===== src/rtl/inj_seq_pkg.sv =====
package inj_seq_pkg;
  localparam int NUM_SLOTS = 4;
  localparam int SLOT_W    = 5;
  localparam int LEN_W     = 2;
  localparam int LEN_LSB   = NUM_SLOTS * SLOT_W;
  localparam int CFG_USED  = LEN_LSB + LEN_W;
  localparam int MAX_CHAN  = 17;
  localparam int IDX_W     = $clog2(NUM_SLOTS);

  typedef enum logic [1:0] {
    ST_IDLE  = 2'd0,
    ST_ISSUE = 2'd1,
    ST_WAIT  = 2'd2
  } seq_state_t;

  function automatic logic [SLOT_W-1:0] slot_of(input logic [31:0] cfg,
                                                input logic [IDX_W-1:0] idx);
    return cfg[idx*SLOT_W +: SLOT_W];
  endfunction
endpackage


===== src/rtl/inj_cfg_reg.sv =====
module inj_cfg_reg
  import inj_seq_pkg::*;
(
  input  logic        clk,
  input  logic        rst,
  input  logic        wr_en,
  input  logic [31:0] wr_data,
  output logic [31:0] cfg_q
);
  localparam logic [31:0] KEEP_MASK = (32'h1 << CFG_USED) - 32'h1;

  always_ff @(posedge clk) begin
    if (rst)        cfg_q <= '0;
    else if (wr_en) cfg_q <= wr_data & KEEP_MASK;
  end
endmodule


===== src/rtl/inj_seq_ctrl.sv =====
module inj_seq_ctrl
  import inj_seq_pkg::*;
(
  input  logic              clk,
  input  logic              rst,
  input  logic              trig,
  input  logic [31:0]       cfg,
  input  logic              conv_ack,
  input  logic              done_clr,
  output logic              conv_req,
  output logic [SLOT_W-1:0] conv_chan,
  output logic              wr_en,
  output logic [IDX_W-1:0]  wr_idx,
  output logic              busy,
  output logic              eog_pulse,
  output logic              done_flag,
  output logic              chan_err
);
  localparam logic [IDX_W-1:0] LAST_IDX = IDX_W'(NUM_SLOTS - 1);

  seq_state_t        state;
  logic [31:0]       snap;
  logic [IDX_W-1:0]  idx;
  logic [IDX_W-1:0]  cnt;
  logic [SLOT_W-1:0] cur_slot;

  assign cur_slot = slot_of(snap, idx);
  assign busy     = (state != ST_IDLE);
  assign wr_en    = (state == ST_WAIT) && conv_ack;
  assign wr_idx   = cnt;

  always_ff @(posedge clk) begin
    if (rst) begin
      state     <= ST_IDLE;
      snap      <= '0;
      idx       <= '0;
      cnt       <= '0;
      conv_req  <= 1'b0;
      conv_chan <= '0;
      eog_pulse <= 1'b0;
      done_flag <= 1'b0;
      chan_err  <= 1'b0;
    end else begin
      eog_pulse <= 1'b0;
      chan_err  <= 1'b0;
      if (done_clr) done_flag <= 1'b0;
      unique case (state)
        ST_IDLE: begin
          if (trig) begin
            snap  <= cfg;
            idx   <= LAST_IDX - cfg[LEN_LSB +: LEN_W];
            cnt   <= '0;
            state <= ST_ISSUE;
          end
        end
        ST_ISSUE: begin
          if (cur_slot > SLOT_W'(MAX_CHAN)) begin
            chan_err <= 1'b1;
            if (idx == LAST_IDX) begin
              eog_pulse <= 1'b1;
              done_flag <= 1'b1;
              state     <= ST_IDLE;
            end else begin
              idx <= idx + 1'b1;
            end
          end else begin
            conv_req  <= 1'b1;
            conv_chan <= cur_slot;
            state     <= ST_WAIT;
          end
        end
        ST_WAIT: begin
          if (conv_ack) begin
            conv_req <= 1'b0;
            cnt      <= cnt + 1'b1;
            if (idx == LAST_IDX) begin
              eog_pulse <= 1'b1;
              done_flag <= 1'b1;
              state     <= ST_IDLE;
            end else begin
              idx   <= idx + 1'b1;
              state <= ST_ISSUE;
            end
          end
        end
        default: state <= ST_IDLE;
      endcase
    end
  end
endmodule


===== src/rtl/inj_result_bank.sv =====
module inj_result_bank
  import inj_seq_pkg::*;
#(
  parameter int CONV_W = 16,
  parameter int RES_W  = 16
) (
  input  logic              clk,
  input  logic              rst,
  input  logic              wr_en,
  input  logic [IDX_W-1:0]  wr_idx,
  input  logic [CONV_W-1:0] wr_data,
  input  logic [IDX_W-1:0]  rd_idx,
  output logic [31:0]       rd_data
);
  logic [RES_W-1:0] wide_data;
  logic [RES_W-1:0] regs [NUM_SLOTS];

  generate
    if (CONV_W < RES_W) begin : g_pad
      assign wide_data = {{(RES_W-CONV_W){1'b0}}, wr_data};
    end else begin : g_trunc
      assign wide_data = wr_data[RES_W-1:0];
    end
  endgenerate

  generate
    for (genvar i = 0; i < NUM_SLOTS; i++) begin : g_res
      always_ff @(posedge clk) begin
        if (rst)                                  regs[i] <= '0;
        else if (wr_en && wr_idx == IDX_W'(i))    regs[i] <= wide_data;
      end
    end
  endgenerate

  always_ff @(posedge clk) begin
    if (rst) rd_data <= '0;
    else     rd_data <= {{(32-RES_W){1'b0}}, regs[rd_idx]};
  end
endmodule


===== src/rtl/inj_seq_top.sv =====
module inj_seq_top
  import inj_seq_pkg::*;
#(
  parameter int CONV_W = 16
) (
  input  logic              clk,
  input  logic              rst,
  input  logic              cfg_wr_en,
  input  logic [31:0]       cfg_wr_data,
  output logic [31:0]       cfg_rd_data,
  input  logic              trig,
  output logic              conv_req,
  output logic [4:0]        conv_chan,
  input  logic              conv_ack,
  input  logic [CONV_W-1:0] conv_data,
  input  logic [1:0]        res_sel,
  output logic [31:0]       res_data,
  output logic              eog_pulse,
  output logic              done_flag,
  input  logic              done_clr,
  output logic              chan_err,
  output logic              busy
);
  logic             wr_en;
  logic [IDX_W-1:0] wr_idx;

  inj_cfg_reg u_cfg (
    .clk(clk), .rst(rst), .wr_en(cfg_wr_en), .wr_data(cfg_wr_data),
    .cfg_q(cfg_rd_data)
  );

  inj_seq_ctrl u_ctrl (
    .clk(clk), .rst(rst), .trig(trig), .cfg(cfg_rd_data),
    .conv_ack(conv_ack), .done_clr(done_clr),
    .conv_req(conv_req), .conv_chan(conv_chan),
    .wr_en(wr_en), .wr_idx(wr_idx), .busy(busy),
    .eog_pulse(eog_pulse), .done_flag(done_flag), .chan_err(chan_err)
  );

  inj_result_bank #(.CONV_W(CONV_W), .RES_W(16)) u_res (
    .clk(clk), .rst(rst), .wr_en(wr_en), .wr_idx(wr_idx),
    .wr_data(conv_data), .rd_idx(res_sel), .rd_data(res_data)
  );
endmodule


===== config.mk =====
export PLATFORM = sky130hd
export DESIGN_NAME = inj_seq_top
export DESIGN_NICKNAME = d
export VERILOG_FILES = /design/src/rtl/inj_seq_pkg.sv /design/src/rtl/inj_cfg_reg.sv /design/src/rtl/inj_seq_ctrl.sv /design/src/rtl/inj_result_bank.sv /design/src/rtl/inj_seq_top.sv
export SDC_FILE = /design/constraint.sdc
export NUM_CORES = 1
export LEC_CHECK = 0
export BUFFER_PORTS_ARGS = -buffer_cell sky130_fd_sc_hd__buf_2
export CORE_MARGIN = 8
export CORE_UTILIZATION = 58
export DETAILED_ROUTE_END_ITERATION = 10
export GPL_ROUTABILITY_DRIVEN = 0
export PLACE_DENSITY = 0.82
export SLEW_MARGIN = 10
export SYNTH_ARGS = -nofsm -noshare
export SYNTH_HDL_FRONTEND = slang
export SYNTH_SLANG_ARGS = --single-unit

===== constraint.sdc =====
create_clock -name clk -period 4.95 [get_ports clk]
set_clock_uncertainty 0.05 [all_clocks]
set_input_delay 0.2475 -clock clk [delete_from_list [all_inputs] [get_ports clk]]
set_output_delay 0.2475 -clock clk [all_outputs]
set_load 0.005 [all_outputs]

# After elaboration in Yosys (flattened, before gate mapping)
# Memory sizes are Yosys's and may differ from the RTL's. A register that Yosys moved wholly into a read port is not among the register bits.
# Cells that the tools add are included.
[op_classes]
addsub = 3
multipliers = 1
div_mod_pow = 0
magnitude_cmp = 1
n_eq_ne = 11
shift = 1
n_mux = 45
bitwise_logic = 6
reduce_logical = 18
[op_table]
columns = ["operator", "n"]
rows = [
  ["16-bit two-way mux", 4],
  ["32-bit by 6-bit variable part select with 5-bit output", 1],
  ["1-bit two-way mux", 25],
  ["2-bit two-way mux", 10],
  ["2-bit case mux with 3 select lines", 2],
  ["3-bit AND reduction", 3],
  ["2-bit equality test, second input constant", 4],
  ["2-bit inequality test, second input constant", 3],
  ["1-bit case mux with 2 select lines", 3],
  ["2-bit nonzero test", 3],
  ["5-bit greater-than comparator, second input constant", 1],
  ["1-bit logical AND", 5],
  ["2-bit by 3-bit multiplier with 5-bit output, second input constant", 1],
  ["2-bit by 1-bit adder with 2-bit output, second input constant", 2],
  ["2-bit by 1-bit equality test with 1-bit output, second input constant", 2],
  ["2-bit zero test", 2],
  ["1-bit OR", 4],
  ["2-bit case mux with 2 select lines", 1],
  ["2-bit AND reduction", 2],
  ["4-bit AND reduction", 1],
  ["3-bit inequality test, second input constant", 1],
  ["3-bit nonzero test", 1],
  ["2-bit by 1-bit inequality test with 1-bit output, second input constant", 1],
  ["1-bit NOT", 2],
  ["2 further kinds", 2],
]
[totals]
reg_bits = 75
latchBits = 0
ram_bits = 64
romBits = 0
input_bits = 56
output_inout_bits = 74
word_cells = 98
n_memories = 1
[memory_table]
columns = ["name", "words", "word_bits", "read_ports", "rd_ports_with_merged_regs", "wr", "line_no", "source"]
rows = [
  ["u_res.regs", 4, 16, 1, 1, 4, "inj_result_bank.sv:16", "logic [RES_W-1:0] regs [NUM_SLOTS];"],
]

# Longest topological paths before layout
[logic_depth]
word_depth = 7
mapped_depth = 7
depth_no_buf = 6

# Modules after synthesis
# From an unflattened synthesis, not the netlist that was laid out.
[hier_totals]
hier_cells = 502
hier_area_um2 = 5906.9
[by_module_without_submodules]
columns = ["module", "instances", "cells_per_inst", "area_each_um2", "seq_area_each_um2"]
rows = [
  ["inj_result_bank", 1, 234, 3418.3, 2242.2],
  ["inj_seq_ctrl", 1, 186, 1607.8, 700.7],
  ["inj_cfg_reg", 1, 82, 880.8, 440.4],
]

# Worst setup path before layout
# OpenSTA, ideal clock, no wires.
[synth_path]
kind = "register to register"
startpoint = "reg u_ctrl.idx[0]"
endpoint = "reg u_ctrl.idx[0]"
setup_time_ns = 0.115
arrival_time_ns = 1.965
t_required_ns = 4.785
path_slack_ns = 2.820
path_stages_with_launch = 7
path_buffers = 2
synth_period_minus_slack_ns = 2.130
cell_sequence = "dfxtp_1 -> buf_6 -> mux4_2 -> or4_4 -> buf_6 -> and4_1 -> o21ba_1"
[synth_between]
elab_chain_len = 5
elab_cells_between_ends = 11
cone_classes = "add/sub (1); mul (1); order compare (1); eq/ne (2); shift (1); mux (4); reduce/logical (1)"
[synth_rtl]
columns = ["element", "line_no", "source"]
rows = [
  ["from (decl)", "inj_seq_ctrl.sv:23", "logic [IDX_W-1:0] idx;"],
  ["from (signal assigned)", "inj_seq_ctrl.sv:51", "idx <= LAST_IDX - cfg[LEN_LSB +: LEN_W];"],
  ["from (signal assigned)", "inj_seq_ctrl.sv:64", "idx <= idx + 1'b1;"],
  ["from (signal assigned)", "inj_seq_ctrl.sv:81", "idx <= idx + 1'b1;"],
  ["2-bit by 3-bit multiplier with 5-bit output", "inj_seq_pkg.sv:18", "return cfg[idx*SLOT_W +: SLOT_W];"],
  ["32-bit by 6-bit variable part select with 5-bit output", "inj_seq_pkg.sv:18", ""],
  ["5-bit greater-than comparator", "inj_seq_ctrl.sv:57", "if (cur_slot > SLOT_W'(MAX_CHAN)) begin"],
  ["2-bit by 1-bit inequality test with 1-bit output (no line)", "n/a", ""],
  ["4-bit AND reduction (no line)", "n/a", ""],
]
# Several ways; a longest one is shown, not always the timed one. The select of a mux whose other input is x is not followed.
# A chain may end at the register's enable or synchronous reset.

# Worst setup path after layout
[layout_path]
startpoint = "reg u_ctrl.idx[0]"
endpoint = "reg u_ctrl.done_flag"
[layout_between]
elab_chain_len = 5
elab_cells_between_ends = 8
cone_classes = "mul (1); order compare (1); eq/ne (1); shift (1); mux (4)"
[layout_rtl]
columns = ["element", "line_no", "source"]
rows = [
  ["2-bit by 3-bit multiplier with 5-bit output", "inj_seq_pkg.sv:18", ""],
  ["32-bit by 6-bit variable part select with 5-bit output", "inj_seq_pkg.sv:18", ""],
  ["5-bit greater-than comparator", "inj_seq_ctrl.sv:57", ""],
  ["1-bit two-way mux", "inj_seq_ctrl.sv:57", ""],
  ["1-bit case mux with 2 select lines (*)", "inj_seq_ctrl.sv:47", "unique case (state)"],
  ["to (signal assigned)", "inj_seq_ctrl.sv:41", "done_flag <= 1'b0;"],
  ["to (signal assigned)", "inj_seq_ctrl.sv:46", "if (done_clr) done_flag <= 1'b0;"],
  ["to (signal assigned)", "inj_seq_ctrl.sv:61", "done_flag <= 1'b1;"],
  ["to (decl)", "inj_seq_ctrl.sv:16", "output logic done_flag,"],
]
# Every way passes the cells marked *; elsewhere a longest branch is shown, timed or not.

==> metrics.yaml <==
synth:
  synth_warnings: 0
  synth.distinct_cells: 42
  synth-seq-cells: 137
  syn_area_um2: 5850
  yosysSeqAreaShare_pct: 57.9
  dominantRegCellSynth: "dfxtp_1"
  syn_inst: 497
  syn_area_per_cell_um2: 11.8
  synth_edf_count: 64
  async_flop_share_pct: 0
setup_path:
  worstSetupPathType: "flop to flop"
  reg2reg_from: "u_ctrl.idx[0]"
  worstReg2RegEnd: "u_ctrl.done_flag"
  r2r_setup_slack_ns: 2.57
  ff2ff_path_depth: 4
  worstSetupStartpointType: "flop"
  worst_ep_arrival_time_ns: 2.75
  cp_cell_sequence: "mux4_1 -> o311ai_0 -> a211oi_1 -> a31o_2"
  timing.critical_path.to_type: "flop"
  crit_required_ns: 5.31
  max_stage_delay_ns: 0.72
  crit_fanout: 8
  critical_path.slowest_cell: "mux4_1"
cts:
  cts_buffer_depth: 2
  worstSkewPairLatency_ns: 0.51
  clkSinkCount: 137
  cts_resized: 0
  numCtsBuffers: 17
  cts_tree: "yes"
  clk_pin_slew_ns: 0.06
  cts.htree.levels: 4
  post-cts-setup-buffers: 0
  cts_root_buffer: "clkbuf_8"
layout:
  most-common-layout-cells: "buf_2 (93), dfxtp_1 (73), and3_1 (64), edfxtp_1 (64), nand2_1 (49)"
  area_growth_pct: 21.7
  regArea_um2: 3380
  layout-drive-gt1-share_pct: 24.5
  design_area_um2: 7110
  num-nets-final: 665
  fin_util_pct: 72.8
  diodes: 0
  multiInputGateArea_um2: 2180
  num-fill-cells: 632
  final_common_cell: "buf_2"
global_route:
  grt_overflow: 0
  grt_first_pass_wirelength_um: 21200
  track_usage_pct: 20.4
  antenna_found_initial: 0
  grt_max_degree: 69
  grt_pass1_vias: 4242
worst_hold_path:
  whs_path_depth: 2
  holdPathEnd: "u_res.regs[0][5]"
  hold_start: "conv_data[5]"
  hold_class: "input port to flop"
timing:
  drv_slew: 0
  final.period_utilization_pct: 48.2
  fin_setup_tns_ns: 0
  setup_viol: 0
  worst-slew-pin-transition_ns: 0.805
  final.min_clock_period_ns: 2.38
  rsz0062_at_grt: "no"
  hold_viol: 0
  max_freq_ghz: 0.419
  worst_slack_ns: 2.57
  relSlewSlack_pct: 46.3
route:
  vias: 4115
  dr.pass1.iters: 5
  met2_length_um: 6920
  drt_iter0_drc: 287
  ant_nets: 0
  wire_per_inst_um: 18.0
  drc: 0
  drt-total-wl_um: 13400
  wl_met3_um: 970
  viasPerCell: 5.52
  wl_met1_um: 5300
  highest_layer: "met4"
placed_design:
  pre_cts_ws_ns: 2.59
  io_buffers: 93
  dpl.hpwl_um: 7920
  dpl_cell_area_um2: 6250
run_status:
  status: "finished clean"
floorplan:
  die_w_um: 116
  die_h_um: 116
  core_area_um2: 9770
  start_util_pct: 59.8
  die_area_um2: 13600
  std_cell_rows: 36
  ios: 130
power_and_ir_drop:
  ir_worst_vdd_mv: 0.249
  leakage_nw: 3.22
  power_mw: 3.16
  p_per_area_nw_per_um2: 444
job:
  cap_violations: 0
cell usage after synthesis (all sizes together), types with 2 or more instances:
| library cell | n | area [um2] |
|---|---|---|
| nor2 | 33 | 124 |
| dfxtp | 73 | 1460 |
| nand2 | 49 | 184 |
| a31oi | 2 | 12.5 |
| and3 | 64 | 400 |
| or2 | 2 | 12.5 |
| mux2i | 22 | 220 |
| o31ai | 2 | 15.0 |
| a21oi | 28 | 140 |
| nor2b | 18 | 113 |
| a21o | 4 | 30.0 |
| ha | 9 | 113 |
| clkbuf | 26 | 97.6 |
| nor3b | 2 | 15.0 |
| and2 | 2 | 12.5 |
| inv | 9 | 33.8 |
| nor3 | 5 | 25.0 |
| mux4 | 21 | 484 |
| buf | 35 | 245 |
| o21ai | 5 | 25.0 |
| edfxtp | 64 | 1920 |
| nand3 | 6 | 30.0 |
sequential cells by signal, indices dropped and copies added (netlist names):
name	cells
u_res.regs	64
u_cfg.cfg_q	22
u_ctrl.snap	20
u_res.rd_data	16
u_ctrl.conv_chan	5
u_ctrl.idx	2
u_ctrl.state	2
u_ctrl.wr_idx	2
u_ctrl.chan_err	1
u_ctrl.conv_req	1
u_ctrl.done_flag	1
u_ctrl.eog_pulse	1
through the flow:
stage	hold WS, ns	cells
CTS	0.00300	746
finish	0.0238	746
floorplan	0.345	522
global route	0.0184	746
detailed placement	0.397	689
global placement	0.392	689
logic make-up (layout without fill, tap and decap cells):
kind of cell / after synthesis / count (layout) / synth area share [%]
and+or+nand+nor: 188 / 188 / 16.6
muxes: 44 / 44 / 12.2
adders and majority gates: 9 / 9 / 1.93
AOI/OAI and AO/OA: 48 / 48 / 4.90
buffers and inverters: 70 / 161 / 6.44
other: 1 / 26 / 0.0641
DFF: 137 / 137 / 57.9
timing repair:
item                       in CTS  in global routing
hold buffers                   25                  0
setup endpoints to repair       0                  0
hold endpoints to repair       27                  0
cell type report:
| type | instances | area share [%] |
|---|---|---|
| tap | 133 | 2.34 |
| multi-input combinational | 315 | 30.7 |
| inverter | 9 | 0.475 |
| clock buffer | 20 | 6.42 |
| sequential | 137 | 47.6 |
| clock inverter | 12 | 2.23 |
| timing repair buffer | 120 | 10.3 |
critical path, delay by kind of cell (launching register included):
family / cells / cell delay (ns)
AOI/OAI and AO/OA: 3 / 0.91
DFF: 1 / 0.60
muxes: 1 / 0.72
where the power goes:
group | internal (mW) | switching, mW
Sequential | 1.28 | 0.0626
Combinational | 0.216 | 0.298
Clock | 0.818 | 0.488
Total | 2.31 | 0.849
worst max path at each step:
stage                  start               end  slack (ns)  depth (start not counted)
5_1_grt        u_ctrl.idx[0]  u_ctrl.done_flag        2.37                          4
4_1_cts        u_ctrl.idx[0]  u_ctrl.done_flag        2.54                          4
6_report       u_ctrl.idx[0]  u_ctrl.done_flag        2.57                          4
3_5_place_dp   u_ctrl.idx[0]  u_ctrl.done_flag        2.59                          4
2_1_floorplan  u_ctrl.idx[0]     u_ctrl.idx[0]        2.82                          6
3_3_place_gp             rst  u_res.regs[1][1]        2.67                          3
per-layer routing:
metal | track usage (%) | vias up
li1 | - | 1930
met5 | 0 | -
met1 | 23.7 | 1992
met4 | 8.30 | 0
met3 | 6.15 | 18
met2 | 34.6 | 175
(Power assumes the default switching activity.)
